`config.mk`:
```
export PLATFORM = sky130hd
export DESIGN_NAME = period_match_timer
export DESIGN_NICKNAME = d
export VERILOG_FILES = /design/src/rtl/ptmr_pkg.sv /design/src/rtl/ptmr_prescaler.sv /design/src/rtl/ptmr_postscaler.sv /design/src/rtl/period_match_timer.sv
export SDC_FILE = /design/constraint.sdc
export NUM_CORES = 1
export LEC_CHECK = 0
export BUFFER_PORTS_ARGS = -buffer_cell sky130_fd_sc_hd__buf_2
export CORE_MARGIN = 5
export CORE_UTILIZATION = 45
export DETAILED_ROUTE_END_ITERATION = 8
export HOLD_SLACK_MARGIN = 0.12
export PLACE_DENSITY = 0.68
export SLEW_MARGIN = 20
export SYNTH_ARGS = -nofsm -noshare
export SYNTH_HDL_FRONTEND = slang
export SYNTH_SLANG_ARGS = --single-unit
```
`constraint.sdc`:
```
create_clock -name clk -period 1.8 [get_ports clk]
set_input_delay 0.09 -clock clk [delete_from_list [all_inputs] [get_ports clk]]
set_output_delay 0.09 -clock clk [all_outputs]
set_load 0.05 [all_outputs]
```
`src/rtl/ptmr_pkg.sv`:
```
package ptmr_pkg;

    localparam int PRE_SEL_W  = 2;
    localparam int POST_SEL_W = 4;
    localparam int PRE_CNT_W  = 4;

    typedef enum logic [1:0] {
        ADDR_CTRL   = 2'd0,
        ADDR_COUNT  = 2'd1,
        ADDR_PERIOD = 2'd2,
        ADDR_IRQ    = 2'd3
    } reg_addr_e;

    // control layout: [6:3] postscale select, [2] run, [1:0] prescale select
    typedef struct packed {
        logic [POST_SEL_W-1:0] post_sel;
        logic                  run;
        logic [PRE_SEL_W-1:0]  pre_sel;
    } ctrl_t;

    localparam int CTRL_W = $bits(ctrl_t);

endpackage

```
`src/rtl/ptmr_prescaler.sv`:
```
module ptmr_prescaler
    import ptmr_pkg::*;
#(
    parameter int CNT_W = PRE_CNT_W
) (
    input  logic                 clk,
    input  logic                 rst_n,
    input  logic                 tick_en,
    input  logic                 run,
    input  logic                 clr,
    input  logic [PRE_SEL_W-1:0] sel,
    output logic                 tick
);

    localparam logic [CNT_W-1:0] TERM_DIV1  = CNT_W'(0);
    localparam logic [CNT_W-1:0] TERM_DIV4  = CNT_W'(3);
    localparam logic [CNT_W-1:0] TERM_DIV16 = CNT_W'(15);

    logic [CNT_W-1:0] cnt_d, cnt_q;
    logic [CNT_W-1:0] term;
    logic             adv;

    always_comb begin
        case (sel)
            2'b00:   term = TERM_DIV1;
            2'b01:   term = TERM_DIV4;
            default: term = TERM_DIV16;
        endcase
        adv   = tick_en && run && !clr;
        tick  = adv && (cnt_q == term);
        cnt_d = cnt_q;
        if (clr) begin
            cnt_d = '0;
        end else if (adv) begin
            cnt_d = tick ? '0 : cnt_q + 1'b1;
        end
    end

    always_ff @(posedge clk) begin
        if (!rst_n) begin
            cnt_q <= '0;
        end else begin
            cnt_q <= cnt_d;
        end
    end

endmodule

```
`src/rtl/ptmr_postscaler.sv`:
```
module ptmr_postscaler
    import ptmr_pkg::*;
#(
    parameter int SEL_W = POST_SEL_W
) (
    input  logic             clk,
    input  logic             rst_n,
    input  logic             ev,
    input  logic             clr,
    input  logic [SEL_W-1:0] sel,
    output logic             fire
);

    logic [SEL_W-1:0] cnt_d, cnt_q;

    always_comb begin
        fire  = ev && !clr && (cnt_q == sel);
        cnt_d = cnt_q;
        if (clr) begin
            cnt_d = '0;
        end else if (ev) begin
            cnt_d = fire ? '0 : cnt_q + 1'b1;
        end
    end

    always_ff @(posedge clk) begin
        if (!rst_n) begin
            cnt_q <= '0;
        end else begin
            cnt_q <= cnt_d;
        end
    end

endmodule

```
`src/rtl/period_match_timer.sv`:
```
module period_match_timer
    import ptmr_pkg::*;
#(
    parameter int               CNT_W      = 8,
    parameter logic [CNT_W-1:0] PERIOD_RST = '1
) (
    input  logic             clk,
    input  logic             rst_n,
    input  logic             tick_en,
    input  logic [1:0]       bus_addr,
    input  logic             bus_wr,
    input  logic [CNT_W-1:0] bus_wdata,
    output logic [CNT_W-1:0] bus_rdata,
    output logic             match_pulse,
    output logic             irq
);

    typedef struct packed {
        ctrl_t            ctrl;
        logic [CNT_W-1:0] count;
        logic [CNT_W-1:0] period;
        logic             flag;
        logic             irq_en;
        logic             match;
    } state_t;

    localparam state_t STATE_RST = '{
        ctrl:   '0,
        count:  '0,
        period: PERIOD_RST,
        flag:   1'b0,
        irq_en: 1'b0,
        match:  1'b0
    };

    state_t    state_d, state_q;
    reg_addr_e addr;
    logic      wr_ctrl, wr_count, wr_period, wr_irq;
    logic      clr_scalers;
    logic      tick;
    logic      match_ev;
    logic      post_fire;

    always_comb begin
        addr        = reg_addr_e'(bus_addr);
        wr_ctrl     = bus_wr && (addr == ADDR_CTRL);
        wr_count    = bus_wr && (addr == ADDR_COUNT);
        wr_period   = bus_wr && (addr == ADDR_PERIOD);
        wr_irq      = bus_wr && (addr == ADDR_IRQ);
        clr_scalers = wr_ctrl || wr_count;
    end

    ptmr_prescaler #(
        .CNT_W (PRE_CNT_W)
    ) u_pre (
        .clk     (clk),
        .rst_n   (rst_n),
        .tick_en (tick_en),
        .run     (state_q.ctrl.run),
        .clr     (clr_scalers),
        .sel     (state_q.ctrl.pre_sel),
        .tick    (tick)
    );

    assign match_ev = tick && (state_q.count == state_q.period);

    ptmr_postscaler #(
        .SEL_W (POST_SEL_W)
    ) u_post (
        .clk   (clk),
        .rst_n (rst_n),
        .ev    (match_ev),
        .clr   (clr_scalers),
        .sel   (state_q.ctrl.post_sel),
        .fire  (post_fire)
    );

    always_comb begin
        state_d       = state_q;
        state_d.match = match_ev;

        if (tick) begin
            state_d.count = match_ev ? '0 : state_q.count + 1'b1;
        end
        if (wr_count) begin
            state_d.count = bus_wdata;
        end
        if (wr_period) begin
            state_d.period = bus_wdata;
        end
        if (wr_ctrl) begin
            state_d.ctrl = ctrl_t'(bus_wdata[CTRL_W-1:0]);
        end
        if (wr_irq) begin
            state_d.flag   = bus_wdata[0];
            state_d.irq_en = bus_wdata[1];
        end
        // hardware set outranks a same-cycle software write
        if (post_fire) begin
            state_d.flag = 1'b1;
        end
    end

    always_ff @(posedge clk) begin
        if (!rst_n) begin
            state_q <= STATE_RST;
        end else begin
            state_q <= state_d;
        end
    end

    always_comb begin
        case (addr)
            ADDR_CTRL:   bus_rdata = CNT_W'(state_q.ctrl);
            ADDR_COUNT:  bus_rdata = state_q.count;
            ADDR_PERIOD: bus_rdata = state_q.period;
            default:     bus_rdata = CNT_W'({state_q.irq_en, state_q.flag});
        endcase
    end

    assign match_pulse = state_q.match;
    assign irq         = state_q.flag && state_q.irq_en;

endmodule

```
==> flow_summary_export.csv, run 1 <==
group,metric,value,unit
outcome,status,"complete, no violations",
worst_setup_path,crit_slowest_cell,"or4_1",
route,wl_per_cell,16.4,µm
cts,clock_path_buffers,2,
floorplanning,core_area,4290,µm²
route,vias,2035,
worst_setup_path,critical-path-max-stage-delay,0.50,ns
yosys,synth_cells,244,
grt,grt_start_max_net_pins,15,
yosys,yosys-top-cells-area,"dfxtp_1 (35%), nand2_1 (8.0%), nand3_1 (6.1%)",
worst_setup_path,cp_max_fo,4,
grt,antenna_found_initial,0,
grt,grt_pass1_wl,9340,µm
yosys,synth_seq_cells,34,
placement,io_buffers,23,
yosys,synth_area,1970,µm²
power_and_ir_drop,p_leak,1.05,nW
power_and_ir_drop,power.total,1.70,mW
yosys,synth_fa_ha_area_share,1.91,%
timing,finalCritPeriodShare,97.9,%
timing,skew,0.00309,ns
layout,layout.nets,317,
placement,pre_cts_ws,0.0475,ns
worst_setup_path,crit_arrival,1.98,ns
timing,worst_pin_slew,0.532,ns
worst_setup_path,crit_chain,"or3_4 > nor4_4 > o21ai_2 > or4_1 > a31oi_1",
timing,fmax,0.568,GHz
layout,drive_gt1_share,25.2,%
cts,cts_sinks,34,
placement,place_congestion,0.884,
cts,clkTransAtPathRegs,0.07,ns
cts,postCtsSetupBuffers,0,
floorplanning,die_area,5790,µm²
timing,hold_ws,0.270,ns
layout,fin_util,58.7,%
worst_setup_path,worstSetupPathType,"reg2reg",
worst_setup_path,crit_path_end_kind,"flip-flop",
yosys,synth_cell_type_count,43,
cts,cts_buffers,5,
layout,fill_cells,411,
floorplanning,die_w,76.1,µm
yosys,synth_top_area_share,34.6,%
placement,hpwl,4140,µm
timing,final-setup-viol-count,0,
worst_setup_path,critPathLaunch,"u_pre.cnt_q[3]",
layout,final_cells,353,
yosys,synth_top_family_by_area,"simple AND/OR/NAND/NOR gates",
grt,gr-usage-all-layers,19.8,%
floorplanning,start_util,45.8,%
floorplanning,boundaryPins,24,
yosys,synthMuxAreaShare,5.86,%
timing,drv_slew,0,
cts,htree_levels,2,
layout,multi_input_area,1250,µm²
worst_hold_path,hp-start,"bus_addr[1]",
worst_setup_path,critPathTopFamily,"simple AND/OR/NAND/NOR gates",
layout,seqCellArea,682,µm²
grt,grt-ovfl-total,0,
yosys,synth-xor-area-share,6.68,%
yosys,seq_area_frac_synth,34.6,%
yosys,syn_nets,261,
power_and_ir_drop,ir_worst_vdd,425,µV
worst_setup_path,cp_num_buf_inv,0,
floorplanning,die_h,76.1,µm
worst_setup_path,start_kind,"flip-flop",
timing,rsz0062_at_grt,"true",
yosys,yosys.area_share.simple,30.3,%
layout,areaGrowthSynthToFinish,28.2,%
placement,placed_cells,334,
run,drv_cap,0,
route,routed_wl,5780,µm
power_and_ir_drop,p_per_area,676,nW/µm²
timing,finalHoldViolations,0,
timing,setup_ws,0.0380,ns
route,drc,0,
worst_setup_path,r2r-start,"u_pre.cnt_q[3]",
route,viasPerCell,5.76,
timing,fin_crit,1.76,ns
yosys,synth_warnings,0,
floorplanning,std_cell_rows,24,
cts,clock_latency,0.29,ns
route,drtPass1Iterations,5,
yosys,synth.avg_cell_area,8.06,µm²
cts,cts_tree,"built",
worst_hold_path,hold_class,"in2reg",
timing,relSlewSlack,64.5,%
yosys,synth_compound_area_share,17.1,%
route,first_iter_violations,148,
grt,grt_pass1_vias,1914,
route,ant_nets,0,
cts,root_buffer,"clkbuf_8",
yosys,yosysTopAreaCell,"dfxtp_1",
worst_setup_path,worstPathRequired,2.02,ns
layout,insertedDiodeCount,0,
-- what timing repair did --
action	4_1_cts	5_1_grt
resized for setup	0	7
setup endpoints to repair	0	11
hold buffers	11	0
hold endpoints to repair	21	0
-- per-layer routing --
metal | vias up | global-route usage, % | routed length, µm
li1 | 993 | - | -
met1 | 967 | 26.5 | 2630
met2 | 68 | 31.5 | 2720
met3 | 7 | 4.73 | 365
met4 | 0 | 5.77 | 62
met5 | - | 0 | 0
-- through the flow --
step	cell area (µm²)	setup TNS (ns)
3_5_place_dp	2280	0
2_1_floorplan	1970	0
6_report	2520	0
4_1_cts	2480	0
3_3_place_gp	2280	0
5_1_grt	2520	-0.0613
-- cells in the final DEF (no fill, tap or decap), types with 6 or more instances in the layout --
| master | instances |
|---|---|
| nand2_1 | 42 |
| dfxtp_1 | 33 |
| buf_4 | 26 |
| nand3_1 | 24 |
| buf_2 | 23 |
| o21ai_0 | 22 |
| a21oi_1 | 19 |
| xor2_1 | 12 |
| dlygate4sd3_1 | 11 |
| mux2i_1 | 7 |
| nor3_1 | 7 |
| nor2_1 | 6 |
| clkbuf_8 | 6 |
-- power breakdown --
part | switching (mW) | total (mW) | leakage, nW | internal (mW)
Clock | 0.282 | 0.590 | 0.0482 | 0.309
Sequential | 0.0209 | 0.797 | 0.277 | 0.776
Combinational | 0.195 | 0.316 | 0.729 | 0.121
Total | 0.498 | 1.70 | 1.05 | 1.21
-- cells by family (layout without fill, tap and decap cells) --
logic type	after synthesis	after routing
mux	9	9
fa+ha+maj	3	3
buf+inv	13	70
xor+xnor	15	15
compound gates	59	59
flops	34	34
simple gates	111	111
-- path summary, 6_finish.rpt --
kind | cells past startpoint | end | slack (ns)
worst max register to register | 5 | state_q[14] | 0.04
worst min register to register | 2 | state_q[10] | 0.49
worst max-delay path | 5 | state_q[14] | 0.04
worst min-delay path | 4 | state_q[1] | 0.27
-- synth_stat cells (all sizes together) --
library cell / number
a21boi: 1
nor2: 7
or4: 1
and2b: 1
or3: 5
and3: 4
xnor2: 3
and2: 5
nand3: 24
a31oi: 5
mux2i: 7
nor4: 3
o21ai: 24
nand2b: 1
nor4b: 1
o22ai: 2
a32oi: 2
a211oi: 2
ha: 3
a21oi: 19
nor2b: 1
inv: 2
o211ai: 1
mux4: 2
nand4b: 4
a32o: 1
nand2: 42
dfxtp: 34
nand3b: 2
nand4: 1
clkbuf: 11
or2: 1
xor2: 12
o21a: 2
nor3: 8
-- flip-flops by register name, summed over array words and instances (netlist names) --
signal        cells
match_pulse       1
u_pre.cnt_q       4
state_q          25
u_post.cnt_q      4
-- final cells by class --
cell class	instances	share of cell area [%]
Clock buffer	7	3.43
Clock inverter	1	0.199
Inverter	2	0.298
Multi-Input combinational cell	197	49.8
Sequential cell	34	27.1
Tap cell	52	2.58
Timing Repair Buffer	60	16.7
-- tightest hold or removal path: cells and delay by family --
family / cells / cell delay [ns]
simple gates: 2 / 0.21
mux: 1 / 0.09
buf+inv: 1 / 0.14
(Power assumes the default switching activity.)
==> run 2, diff against run 1 <==
--- a/config.mk
+++ b/config.mk
@@ -9,8 +9,9 @@
 export CORE_MARGIN = 5
 export CORE_UTILIZATION = 45
 export DETAILED_ROUTE_END_ITERATION = 8
+export GPL_TIMING_DRIVEN = 0
 export HOLD_SLACK_MARGIN = 0.12
-export PLACE_DENSITY = 0.68
+export PLACE_DENSITY = 0.65
 export SLEW_MARGIN = 20
 export SYNTH_ARGS = -nofsm -noshare
 export SYNTH_HDL_FRONTEND = slang
==> constraint.sdc (replaced) <==
create_clock -name clk -period 1.9 [get_ports clk]
set_input_delay 0.095 -clock clk [delete_from_list [all_inputs] [get_ports clk]]
set_output_delay 0.095 -clock clk [all_outputs]
set_load 0.05 [all_outputs]
==> run 2 against run 1 <==
  * Combinational power fell by 17%
  * Sequential share of layout area is 1.1 points higher
  * Wire length shrank 1.9%
  * Clock-buffer cell count decreased by 2
  * Clock power increased by 13%
  * Cell area is 2.2% lower
  * Utilization decreased by 1.3 points
  * Critical path type unchanged
  * Critical endpoint is now state_q[16]
  * Largest power group unchanged
==> flow_summary_export.csv, run 2 (synthesized netlist as in run 1, its figures left out) <==
group,metric,value,unit
outcome,status,"complete, no violations",
grt,gr-usage-all-layers,19.5,%
route,routed_wl,5670,µm
power_and_ir_drop,combPwrFrac,15.5,%
route,ant_nets,0,
placement,place_congestion,0.825,
layout,final_common_cell,"nand2_1",
power_and_ir_drop,p_sw,0.482,mW
layout,final_area,2460,µm²
power_and_ir_drop,p_leak,0.987,nW
floorplanning,die_h,76.1,µm
worst_setup_path,cp_max_fo,10,
layout,areaGrowthSynthToFinish,25.3,%
placement,place_area,2150,µm²
cts,cts_sinks,34,
cts,root_buffer,"clkbuf_8",
run,drv_cap,0,
cts,clock_path_buffers,2,
timing,fmax,0.547,GHz
cts,cts_buffers,5,
layout,reg.largest.list,"state_q: 25 flops, u_post.cnt_q: 4 flops, u_pre.cnt_q: 4 flops",
power_and_ir_drop,p_sw_share,28.4,%
layout,top_register,"state_q",
grt,antenna_found_initial,0,
route,first_iter_violations,198,
worst_setup_path,r2r_setup_slack,0.07,ns
timing,worst_pin_slew,0.541,ns
timing,skew,0.00456,ns
placement,io_buffers,23,
layout,most-common-layout-cells,"nand2_1 (42), dfxtp_1 (25), nand3_1 (24)",
grt,grt_start_max_net_pins,12,
worst_hold_path,hold_class,"in2reg",
worst_setup_path,start_kind,"flip-flop",
worst_setup_path,setup.worst_path.end,"state_q[16]",
timing,rsz0062_at_grt,"true",
floorplanning,core_area,4290,µm²
power_and_ir_drop,pwr-share-clk,39.2,%
floorplanning,std_cell_rows,24,
power_and_ir_drop,power.total,1.70,mW
timing,relSlewSlack,64.0,%
floorplanning,boundaryPins,24,
cts,clkTransAtPathRegs,0.07,ns
timing,setup_ws,0.0714,ns
timing,final-setup-viol-count,0,
power_and_ir_drop,internal_power,1.22,mW
layout,fin_util,57.4,%
layout,largest_reg_flops,25,
worst_setup_path,worstPathRequired,2.07,ns
route,drc,0,
layout,insertedDiodeCount,0,
cts,clock_latency,0.29,ns
route,wl_per_cell,16.6,µm
layout,drive_gt1_share,24.6,%
placement,hpwl,3990,µm
power_and_ir_drop,p_per_area,689,nW/µm²
route,drtPass1Iterations,4,
timing,drv_slew,0,
worst_setup_path,r2r-end,"state_q[16]",
timing,fin_crit,1.83,ns
cts,htree_levels,2,
power_and_ir_drop,ir_worst_vdd,453,µV
worst_setup_path,crit_arrival,2.00,ns
placement,pre_cts_ws,-0.165,ns
cts,cts_tree,"built",
worst_setup_path,worstSetupPathType,"reg2reg",
grt,grt_pass1_vias,1845,
worst_setup_path,r2r-start,"u_pre.cnt_q[2]",
timing,finalCritPeriodShare,96.2,%
route,viasPerCell,5.76,
timing,finalHoldViolations,0,
power_and_ir_drop,seqPwrFrac,45.4,%
floorplanning,die_area,5790,µm²
layout,layout.nets,305,
worst_setup_path,crit_path_end_kind,"flip-flop",
worst_setup_path,reg2reg_depth,7,
floorplanning,start_util,45.8,%
route,vias,1963,
grt,grt_pass1_wl,9180,µm
worst_setup_path,critPathLaunch,"u_pre.cnt_q[2]",
floorplanning,die_w,76.1,µm
timing,tns,0,ns
grt,grt-ovfl-total,0,
run 2: changes by cell type in the layout (fill, tap and decap cells not counted), sizes merged:
| cell | delta |
|---|---|
| buf | -21 |
| clkbuf | +9 |
| dlygate4sd3 | -2 |
| bufinv | +1 |
| clkinv | +1 |
run 2: how the worst min path moves through the flow:
stage	from	end	slack, ns	cells after the start
after floorplan	bus_wdata[0]	state_q[3]	0.22	2
after global placement	bus_wdata[7]	state_q[10]	0.35	3
after detailed placement	bus_wdata[7]	state_q[10]	0.36	3
after CTS	rst_n	state_q[13]	0.14	3
after global routing	rst_n	state_q[13]	0.16	3
final	rst_n	state_q[13]	0.14	3
run 2: final cells by class:
| cell class | instances | area (µm²) |
|---|---|---|
| plain buffers | 11 | 62.6 |
| well taps | 52 | 65.1 |
| clock inverters | 3 | 40.0 |
| flip-flops and latches | 34 | 694 |
| inverters | 2 | 7.51 |
| multi-input cells | 197 | 1280 |
| repair buffers | 37 | 243 |
| clock buffers | 5 | 68.8 |
| fillers | 407 | 1830 |
run 2: repair_timing:
| action | in CTS | in global routing |
|---|---|---|
| hold buffers | 9 | 0 |
| resized for setup | 2 | 25 |
| buffers inserted | 1 | 4 |
| setup endpoints to repair | 11 | 12 |
| pin swaps | 2 | 6 |
| endpoints found under the hold margin | 18 | 0 |
run 2: power groups by stage:
stage               logic (mW)  registers, mW  clock network [mW]
detailed placement       0.234          0.781                   0
global placement         0.233          0.781                   0
floorplan                0.168          0.771                   0
CTS                      0.256          0.765               0.676
finish                   0.262          0.770               0.665
global route             0.284          0.773               0.712
run 2: through the flow:
step | instances | hold WS (ns)
after floorplan | 244 | 0.219
after global placement | 319 | 0.346
after detailed placement | 319 | 0.357
after CTS | 337 | 0.140
after global routing | 341 | 0.165
final | 341 | 0.139
run 2: critical path, stage by stage, from the launching register on:
cell and delay [ns]:
dfxtp_4 0.36, or3_4 0.39, nor4_4 0.30, o21ai_2 0.13, buf_4 0.14, clkbuf_8 0.16
o21ai_1 0.13, o211ai_1 0.09
run 2: metal layers:
metal	global-route usage (%)	wire (µm)	part of all wire, %
met1	25.9	2530	45
met2	31.3	2640	47
met3	2.60	341	6.0
met4	8.74	157	2.8
met5	0	0	0
==> run 3, diff against run 2 <==
--- a/config.mk
+++ b/config.mk
@@ -12,6 +12,8 @@
 export GPL_TIMING_DRIVEN = 0
 export HOLD_SLACK_MARGIN = 0.12
 export PLACE_DENSITY = 0.65
+export SETUP_SLACK_MARGIN = 0.4
+export SKIP_LAST_GASP = 1
 export SLEW_MARGIN = 20
 export SYNTH_ARGS = -nofsm -noshare
 export SYNTH_HDL_FRONTEND = slang
==> run 3 against run 2 <==
  * Wire length rose by 11%
  * Sequential share of layout area fell by 1.9 points
  * Clock skew rose by 0.0012 ns
  * Die area did not move
  * Clock power fell by 3%
  * Critical path depth fell by 2
  * Sequential power barely moved
  * Cell count rose by 3.2%
  * Fmax rose by 4.3%
  * Utilization rose by 7.1 points
  * Critical endpoint is now state_q[2]
  * Largest cell class unchanged
==> flow_summary_export.csv, run 3 (synthesized netlist as in run 1, its figures left out) <==
group,metric,value,unit
worst_setup_path,worstSetupPathType,"reg2reg",
layout,top_register,"state_q",
power_and_ir_drop,seqPwrFrac,44.7,%
cts,cts_tree,"built",
cts,cts_buffers,5,
cts,clkTransAtPathRegs,0.08,ns
placement,hpwl,4040,µm
worst_hold_path,hp-start,"tick_en",
cts,htree_levels,2,
timing,rsz0062_at_grt,"true",
power_and_ir_drop,combPwrFrac,17.6,%
power_and_ir_drop,pwr-share-clk,37.7,%
timing,hold_ws,0.232,ns
grt,grt_start_max_net_pins,11,
worst_setup_path,worstPathRequired,2.13,ns
floorplanning,std_cell_rows,24,
timing,setup_ws,0.147,ns
timing,finalCritPeriodShare,92.2,%
worst_setup_path,crit_path_end_kind,"flip-flop",
route,first_iter_violations,210,
timing,fin_crit,1.75,ns
route,drtPass1Iterations,6,
route,routed_wl,6280,µm
route,vias,2095,
layout,insertedDiodeCount,0,
power_and_ir_drop,p_leak,1.09,nW
outcome,status,"complete, no violations",
grt,gr-usage-all-layers,20.0,%
run,drv_cap,0,
grt,grt_pass1_wl,9470,µm
placement,place_congestion,0.852,
worst_setup_path,crit_arrival,1.98,ns
timing,relSlewSlack,66.5,%
route,viasPerCell,5.95,
power_and_ir_drop,internal_power,1.21,mW
worst_setup_path,start_kind,"flip-flop",
power_and_ir_drop,p_per_area,622,nW/µm²
timing,final-setup-viol-count,0,
layout,largest_reg_flops,25,
timing,tns,0,ns
route,ant_nets,0,
floorplanning,core_area,4290,µm²
floorplanning,die_h,76.1,µm
worst_setup_path,cp_max_fo,7,
floorplanning,die_area,5790,µm²
layout,final_common_cell,"nand2_1",
cts,clock_latency,0.29,ns
worst_setup_path,r2r_setup_slack,0.15,ns
layout,fill_cells,342,
timing,fmax,0.571,GHz
worst_hold_path,hold_depth,4,
timing,worst_pin_slew,0.503,ns
route,wl_per_cell,17.8,µm
grt,grt-ovfl-total,0,
grt,grt_pass1_vias,1883,
timing,drv_slew,0,
power_and_ir_drop,p_sw,0.506,mW
cts,cts_sinks,34,
layout,layout.nets,316,
worst_setup_path,reg2reg_depth,5,
worst_hold_path,whs_endpoint,"u_pre.cnt_q[1]",
layout,most-common-layout-cells,"nand2_1 (41), buf_2 (23), a21oi_1 (18), nand3_1 (18), dfxtp_1 (14)",
placement,io_buffers,23,
layout,areaGrowthSynthToFinish,40.7,%
worst_hold_path,hold_class,"in2reg",
layout,drive_gt1_share,39.0,%
power_and_ir_drop,p_sw_share,29.4,%
timing,skew,0.00573,ns
layout,reg.largest.list,"state_q: 25 flops, u_post.cnt_q: 4 flops, u_pre.cnt_q: 4 flops",
worst_setup_path,r2r-start,"state_q[11]",
route,drc,0,
power_and_ir_drop,ir_worst_vdd,335,µV
worst_setup_path,r2r-end,"state_q[2]",
power_and_ir_drop,power.total,1.72,mW
floorplanning,die_w,76.1,µm
timing,finalHoldViolations,0,
cts,root_buffer,"clkbuf_8",
floorplanning,start_util,45.8,%
floorplanning,boundaryPins,24,
grt,antenna_found_initial,0,
placement,pre_cts_ws,-0.182,ns
cts,clock_path_buffers,2,
-- run 3: power groups by stage --
stage | Clock, mW | Combinational, mW | Sequential [mW]
6_report | 0.648 | 0.303 | 0.770
5_1_grt | 0.679 | 0.322 | 0.772
4_1_cts | 0.649 | 0.277 | 0.771
3_5_place_dp | 0 | 0.238 | 0.782
3_3_place_gp | 0 | 0.236 | 0.782
2_1_floorplan | 0 | 0.171 | 0.772
-- run 3: metal layers --
| layer | part of all wire (%) | track usage [%] | routed length (µm) | vias up |
|---|---|---|---|---|
| li1 | - | - | - | 990 |
| met1 | 44 | 28.2 | 2760 | 1000 |
| met2 | 47 | 30.4 | 2930 | 91 |
| met3 | 6.7 | 3.66 | 423 | 14 |
| met4 | 2.6 | 6.99 | 161 | 0 |
| met5 | 0 | 0 | 0 | - |
-- run 3: cell type report --
| class | instances | area (µm²) | area share, % |
|---|---|---|---|
| well taps | 52 | 65.1 | 2.35 |
| multi-input cells | 197 | 1440 | 52.1 |
| flip-flops and latches | 34 | 728 | 26.3 |
| inverters | 2 | 7.51 | 0.271 |
| clock buffers | 8 | 110 | 3.98 |
| plain buffers | 11 | 76.3 | 2.76 |
| repair buffers | 48 | 339 | 12.3 |
-- run 3: stage by stage --
| stage | cells | instance area (µm²) | utilization (%) |
|---|---|---|---|
| 2_1_floorplan | 244 | 1990 | - |
| 3_3_place_gp | 319 | 2170 | 50.6 |
| 3_5_place_dp | 319 | 2170 | 50.6 |
| 4_1_cts | 344 | 2580 | 60.1 |
| 5_1_grt | 352 | 2770 | 64.4 |
| 6_report | 352 | 2770 | 64.4 |
-- run 3: worst max-delay path, cell delays in order, from the launching register on --
cell	delay, ns
dfxtp_4	0.38
xor2_2	0.16
nor4_4	0.44
nand2_2	0.19
or3_4	0.38
a21oi_2	0.13
-- run 3: worst max-delay path by stage --
stage / from / endpoint / slack, ns / depth (start not counted)
after global placement: state_q[11] / state_q[2] / -0.12 / 5
after global routing: state_q[13] / state_q[14] / 0.11 / 6
after CTS: state_q[18] / state_q[2] / 0.19 / 5
after floorplan: state_q[20] / state_q[14] / 0.22 / 5
after detailed placement: state_q[11] / state_q[2] / -0.18 / 5
final: state_q[11] / state_q[2] / 0.15 / 5
-- run 3: timing repair --
item | in CTS | in global routing
hold buffers | 10 | 0
endpoints found under the hold margin | 20 | 0
resized for setup | 34 | 38
pin swaps | 11 | 21
cloned | 1 | 0
buffers inserted | 6 | 8
setup endpoints to repair | 19 | 17
